$ cat src/rtl/intc_pkg.sv
// Shared definitions for the prioritized vectored interrupt controller.
// Assumes nothing beyond the source ordering used by the arbiter.
package intc_pkg;
    // Number of request sources, index 0 is the highest priority.
    localparam int NSRC = 5;
    localparam int SRCW = $clog2(NSRC + 1);

    typedef enum logic [SRCW-1:0] {
        SRC_NONE = 3'd0,
        SRC_NMI  = 3'd1,
        SRC_HI   = 3'd2,
        SRC_MID  = 3'd3,
        SRC_LO   = 3'd4,
        SRC_GEN  = 3'd5
    } src_e;
endpackage

$ cat src/rtl/intc_edge_latch.sv
// Rising-edge request holder.
// Sets a pending flag on a low-to-high change of req_i and clears it on clr_i.
// With DROP_ON_LOW=1 the flag is also dropped whenever req_i is low, so a request
// counts only while the input is still high. Assumes req_i is synchronous to clk.
module intc_edge_latch #(
    parameter bit DROP_ON_LOW = 1'b0
) (
    input  logic clk,
    input  logic rst_n,
    input  logic req_i,
    input  logic clr_i,
    output logic pend_o
);
    logic prev_q;
    logic pend_q;
    logic pend_d;

    // Next pending state: a clear wins over a new edge.
    always_comb begin
        pend_d = pend_q;
        if (req_i && !prev_q) pend_d = 1'b1;
        if (clr_i)            pend_d = 1'b0;
        if (DROP_ON_LOW && !req_i) pend_d = 1'b0;
    end

    // Register the input history and the pending flag.
    always_ff @(posedge clk) begin
        if (!rst_n) begin
            prev_q <= 1'b0;
            pend_q <= 1'b0;
        end else begin
            prev_q <= req_i;
            pend_q <= pend_d;
        end
    end

    assign pend_o = pend_q;

    generate
        if (DROP_ON_LOW) begin : g_drop
            // a low input never leaves a request pending
            a_r4_drop_on_low: assert property (@(posedge clk) disable iff (!rst_n)
                !req_i |=> !pend_o);
        end else begin : g_hold
            // a held request survives until a clear
            a_r7_hold_until_clear: assert property (@(posedge clk) disable iff (!rst_n)
                (pend_o && !clr_i) |=> pend_o);
        end
    endgenerate
endmodule

$ cat src/rtl/intc_prio_sel.sv
// Fixed-priority selector.
// Grants the lowest-index asserted bit of elig_i, where index 0 is the highest
// priority. Purely combinational.
module intc_prio_sel #(
    parameter int N = 5
) (
    input  logic [N-1:0] elig_i,
    output logic [N-1:0] grant_o
);
    logic [N:0] taken;

    // Walk from the highest priority downward; one grant at most.
    assign taken[0] = 1'b0;
    generate
        for (genvar i = 0; i < N; i++) begin : g_sel
            assign grant_o[i]  = elig_i[i] && !taken[i];
            assign taken[i+1]  = taken[i] || elig_i[i];
        end
    endgenerate

    // never more than one winner
    always_comb begin
        a_r5_single_grant: assert ($onehot0(grant_o));
    end
endmodule

$ cat src/rtl/intc_gate_en.sv
// Global interrupt enable flag.
// Set and clear come from the core; auto_clr_i (a maskable acceptance) wins over
// both. Resets to disabled.
module intc_gate_en (
    input  logic clk,
    input  logic rst_n,
    input  logic set_i,
    input  logic clr_i,
    input  logic auto_clr_i,
    output logic en_o
);
    logic en_q;

    // Update the enable: acceptance clear, then core clear, then core set.
    always_ff @(posedge clk) begin
        if (!rst_n)          en_q <= 1'b0;
        else if (auto_clr_i) en_q <= 1'b0;
        else if (clr_i)      en_q <= 1'b0;
        else if (set_i)      en_q <= 1'b1;
    end

    assign en_o = en_q;

    // an acceptance always leaves the enable off
    a_r11_auto_clear_wins: assert property (@(posedge clk) disable iff (!rst_n)
        auto_clr_i |=> !en_o);
endmodule

$ cat src/rtl/prio_vec_intc.sv
// Prioritized vectored interrupt controller (top).
// Holds and masks five requests and arbitrates them when boundary_i is high.
// It reports the winner for one cycle, either with a fixed vector or with an
// external-fetch flag and an acknowledge pulse. Assumes all inputs are synchronous.
module prio_vec_intc
    import intc_pkg::*;
#(
    parameter int          AW      = 16,
    parameter logic [15:0] VEC_NMI = 16'h0024,
    parameter logic [15:0] VEC_HI  = 16'h003C,
    parameter logic [15:0] VEC_MID = 16'h0034,
    parameter logic [15:0] VEC_LO  = 16'h002C
) (
    input  logic          clk,
    input  logic          rst_n,
    input  logic          boundary_i,
    input  logic          nmi_i,
    input  logic          vec_hi_i,
    input  logic          vec_mid_i,
    input  logic          vec_lo_i,
    input  logic          gen_i,
    input  logic [2:0]    mask_i,
    input  logic          en_set_i,
    input  logic          en_clr_i,
    input  logic          vec_hi_clr_i,
    output logic          take_o,
    output logic [2:0]    src_o,
    output logic [AW-1:0] vec_o,
    output logic          ext_o,
    output logic          ack_o
    ,
    output logic          en_o
);
    localparam int I_NMI = 0;
    localparam int I_HI  = 1;
    localparam int I_MID = 2;
    localparam int I_LO  = 3;
    localparam int I_GEN = 4;

    logic            nmi_pend;
    logic            hi_pend;
    logic            en;
    logic [NSRC-1:0] elig;
    logic [NSRC-1:0] grant;
    logic            fire;
    logic            fire_mask;
    src_e            win_src;
    logic [AW-1:0]   win_vec;

    // Non-maskable request: an edge arms it, and a low level drops it.
    intc_edge_latch #(.DROP_ON_LOW(1'b1)) u_nmi (
        .clk    (clk),
        .rst_n  (rst_n),
        .req_i  (nmi_i),
        .clr_i  (boundary_i && grant[I_NMI]),
        .pend_o (nmi_pend)
    );

    // Restart-high request: edge held until it is serviced or discarded.
    intc_edge_latch #(.DROP_ON_LOW(1'b0)) u_hi (
        .clk    (clk),
        .rst_n  (rst_n),
        .req_i  (vec_hi_i),
        .clr_i  ((boundary_i && grant[I_HI]) || vec_hi_clr_i),
        .pend_o (hi_pend)
    );

    // Global enable with auto-clear on a maskable acceptance.
    intc_gate_en u_en (
        .clk        (clk),
        .rst_n      (rst_n),
        .set_i      (en_set_i),
        .clr_i      (en_clr_i),
        .auto_clr_i (fire_mask),
        .en_o       (en)
    );

    // Eligibility of each source after masking and gating.
    always_comb begin
        elig[I_NMI] = nmi_pend && nmi_i;
        elig[I_HI]  = hi_pend   && !mask_i[2] && en;
        elig[I_MID] = vec_mid_i && !mask_i[1] && en;
        elig[I_LO]  = vec_lo_i  && !mask_i[0] && en;
        elig[I_GEN] = gen_i && en;
    end

    intc_prio_sel #(.N(NSRC)) u_sel (
        .elig_i  (elig),
        .grant_o (grant)
    );

    assign fire      = boundary_i && (|grant);
    assign fire_mask = boundary_i && (|grant[NSRC-1:1]);

    // Encode the winning source and its vector.
    always_comb begin
        win_src = SRC_NONE;
        win_vec = '0;
        unique case (1'b1)
            grant[I_NMI]: begin win_src = SRC_NMI; win_vec = AW'(VEC_NMI); end
            grant[I_HI]:  begin win_src = SRC_HI;  win_vec = AW'(VEC_HI);  end
            grant[I_MID]: begin win_src = SRC_MID; win_vec = AW'(VEC_MID); end
            grant[I_LO]:  begin win_src = SRC_LO;  win_vec = AW'(VEC_LO);  end
            grant[I_GEN]: begin win_src = SRC_GEN; win_vec = '0;           end
            default:      begin win_src = SRC_NONE; win_vec = '0;          end
        endcase
    end

    // Register the one-cycle acceptance report.
    always_ff @(posedge clk) begin
        if (!rst_n || !fire) begin
            take_o <= 1'b0;
            src_o  <= SRC_NONE;
            vec_o  <= '0;
            ext_o  <= 1'b0;
            ack_o  <= 1'b0;
        end else begin
            take_o <= 1'b1;
            src_o  <= win_src;
            vec_o  <= win_vec;
            ext_o  <= grant[I_GEN];
            ack_o  <= grant[I_GEN];
        end
    end

    assign en_o = en;

    // a report only follows a boundary
    a_r2_take_after_boundary: assert property (@(posedge clk) disable iff (!rst_n)
        take_o |-> $past(boundary_i));
    // an armed, still-high non-maskable request at a boundary always wins
    a_r3_nmi_wins: assert property (@(posedge clk) disable iff (!rst_n)
        (boundary_i && nmi_pend && nmi_i) |=> (take_o && src_o == SRC_NMI && vec_o == AW'(VEC_NMI)));
    // a maskable report comes with the enable already off
    a_r11_en_off_after_accept: assert property (@(posedge clk) disable iff (!rst_n)
        (take_o && src_o != SRC_NMI) |-> !en_o);
    // the acknowledge strobe only accompanies a general acceptance
    a_r12_ack_with_general: assert property (@(posedge clk) disable iff (!rst_n)
        ack_o |-> (take_o && ext_o && src_o == SRC_GEN && vec_o == '0));
    // nothing is reported right after reset
    a_r1_quiet_after_reset: assert property (@(posedge clk)
        !rst_n |=> (!take_o && !ack_o && !en_o));
endmodule

$ cat config.mk
export PLATFORM = sky130hd
export DESIGN_NAME = prio_vec_intc
export DESIGN_NICKNAME = d
export VERILOG_FILES = /design/src/rtl/intc_pkg.sv /design/src/rtl/intc_edge_latch.sv /design/src/rtl/intc_prio_sel.sv /design/src/rtl/intc_gate_en.sv /design/src/rtl/prio_vec_intc.sv
export SDC_FILE = /design/constraint.sdc
export NUM_CORES = 1
export LEC_CHECK = 0
export ABC_CLOCK_PERIOD_IN_PS = 1600
export BUFFER_PORTS_ARGS = -buffer_cell sky130_fd_sc_hd__buf_2
export CORE_MARGIN = 4
export CORE_UTILIZATION = 32
export CTS_CLUSTER_SIZE = 12
export DETAILED_ROUTE_END_ITERATION = 16
export GPL_TIMING_DRIVEN = 0
export REMOVE_ABC_BUFFERS = 1
export SETUP_SLACK_MARGIN = 0.2
export SYNTH_ARGS = -nofsm -noshare
export SYNTH_HDL_FRONTEND = slang
export SYNTH_SLANG_ARGS = --single-unit
$ cat constraint.sdc
create_clock -name clk -period 1.6 [get_ports clk]
set_input_delay 0.48 -clock clk [delete_from_list [all_inputs] [get_ports clk]]
set_output_delay 0.48 -clock clk [all_outputs]
set_load 0.005 [all_outputs]
==> metrics <==
chip width 51.7 um; CTS Sinks 13; final hold vios 0; CP max-delay cell or4_4; Achievable Freq 732 MHz; PortBufs 24; Synth Area in Compound Gates 17.4%; worst slack at placement -10.7 ps; Worst VDD drop 365 uV; Arr. time, crit path 1540 ps; Worst Setup Path Type reg2reg; most common cell after layout, fill and taps aside buf_2; largest family of logic cells by synthesized area simple AND/OR/NAND/NOR gates; Starting Density 34.6%; Max-cap violations 0; gate count after technology mapping 63; crit-path max FO 5; Worst-path clk slew 70 ps; mux contribution to synthesized area 1.64%; adder-cell share of the synthesized area 0%; DRC Markers 0; largest net degree at the start of global routing 9; Min Clock Period, post-route 1370 ps; Max stage delay on crit path 520 ps; Placement Rows 15; clock latency at the later pin of the worst-skew pair 270 ps; number of antenna violations at the first check in global routing 0; CTS H-Tree Depth 1; Core Region 0.00176 sq mm; first-pass GRT wire length 1.86 mm; via count of the first global-routing pass 429; Post-CTS Setup Bufs 0; CTS tree yes; io pins 37; DP HPWL 974 um; routed wire length 1.18 mm; Die ar. 0.00267 sq mm; CP Cell Sequence nor2b_4 -> or4_4 -> a2111oi_4; fin crit share 85.4%; via count 485; First-pass DRT Iterations 4; total CTS buffers 3; RSZ-0062 raised after global routing false; pwr dens 838 mW/mm^2; Worst setup EP type flip-flop; post-synthesis sequential area ratio 42.6%; Die Height 51.7 um; Slew Limit Fails 0; layout cells sized above 1 35.2%; post-synthesis simple-gate area fraction 19.3%; most frequent cells in the layout 24 x buf_2, 12 x conb_1, 12 x dfxtp_1; clock root cell clkbuf_4; GRT Total Usage 9.56%; Avg WL per Cell 10.4 um; nets@finish 103; post-synthesis cell type count 23; clk buf depth 2; Mapped Area 611 sq um; Worst Skew 0.491 ps; xor/xnor share of the synthesized area 0%; fill count 204; Via density 4.29; Diodes inserted 0; kind of start point of the critical path flip-flop; Final setup violation count 0; Avg Cell Area, Syn 9.69 sq um; Routability Congestion 0.816; GRT overflow 0; leakage power 0.343 nW; final hold slack 374 ps; final worst setup slack 233 ps; violation count after the first detailed-route iteration 5; post-route ant nets 0; CP Data Required Time 1770 ps; Ys Warns 0; number of synthesized register bits 13; area grow syn2layout 18.9%; status complete, no violations; HP Class in2reg; # resized after CTS 0; CTS hold repair buffers 0
-- sequential cells by signal (all words and copies together) (netlist names) --
| register | flops |
|---|---|
| src_o | 3 |
| vec_o | 3 |
| ack_o | 1 |
| take_o | 1 |
| u_en.en_o | 1 |
| u_hi.pend_o | 1 |
| u_hi.prev_q | 1 |
| u_nmi.pend_o | 1 |
| u_nmi.prev_q | 1 |
-- path summary, 6_finish.rpt --
path         slack (ps)  cells past startpoint                        to                startpoint
min                 370                      2  u_hi.pend_o$_SDFFE_PP0P_              vec_hi_clr_i
max reg2reg         230                      3    u_en.en_o$_SDFFE_PP0P_  u_hi.pend_o$_SDFFE_PP0P_
min reg2reg         550                      2  u_hi.pend_o$_SDFFE_PP0P_  u_hi.pend_o$_SDFFE_PP0P_
max                 230                      3    u_en.en_o$_SDFFE_PP0P_  u_hi.pend_o$_SDFFE_PP0P_
-- worst max-delay path, delay by kind of cell (launching register included) --
family / cells / cell delay (ps)
flops: 1 / 320
simple gates: 2 / 660
compound gates: 1 / 280
-- layer usage --
metal / up-vias / global-route usage, % / wire, um
li1: 241 / - / -
met1: 216 / 11.2 / 482
met2: 24 / 14.4 / 559
met3: 4 / 2.58 / 103
met4: 0 / 7.86 / 32
met5: - / 0 / 0
-- cells in the mapped netlist --
library cell,count,share of area (%)
buf_4,14,17
dfxtp_1,13,43
a21oi_1,6,4.9
and2_1,3,3.1
nor2_1,3,1.8
a21boi_0,2,2.5
inv_1,2,1.2
nand2_1,2,1.2
nand2b_1,2,2.0
nor2b_1,2,2.0
nor3_1,2,1.6
a2111oi_0,1,1.4
a2111oi_4,1,4.5
a311oi_1,1,1.4
and3_1,1,1.0
conb_1,1,0.61
mux2i_1,1,1.6
nand4_1,1,1.0
nor2b_4,1,2.3
o31ai_1,1,1.2
o41ai_1,1,1.4
or2b_1,1,1.2
or4_4,1,1.8
-- power breakdown --
part	total [mW]	internal, mW	switching (mW)
registers	0.339	0.333	0.00554
clock network	0.196	0.0964	0.0993
logic	0.0738	0.0337	0.0401
total	0.608	0.463	0.145
-- kinds of logic (layout without fill, tap and decap cells) --
group,count (synthesis),after routing
and+or+nand+nor,19,19
buffers and inverters,16,30
AOI/OAI and AO/OA,13,13
DFF,13,13
other,1,12
muxes,1,1
-- layout make-up --
class,count,area [sq um],area share (%)
Multi-Input combinational cell,45,279,38.4
Sequential cell,13,262,36.0
Timing Repair Buffer,24,120,16.6
Tap cell,25,31.3,4.31
Clock buffer,4,26.3,3.62
Inverter,2,7.51,1.03
-- per-stage QoR --
stage	instance area, sq um	util (%)	instances	power (mW)	setup TNS [ps]
2_1_floorplan	547	-	60	0.387	0
3_3_place_gp	698	39.6	109	0.417	-1.44
3_5_place_dp	698	39.6	109	0.419	-10.7
4_1_cts	724	41.1	113	0.613	0
5_1_grt	726	41.1	113	0.644	0
6_report	726	41.1	113	0.608	0
Power figures use the tool's default switching activity.
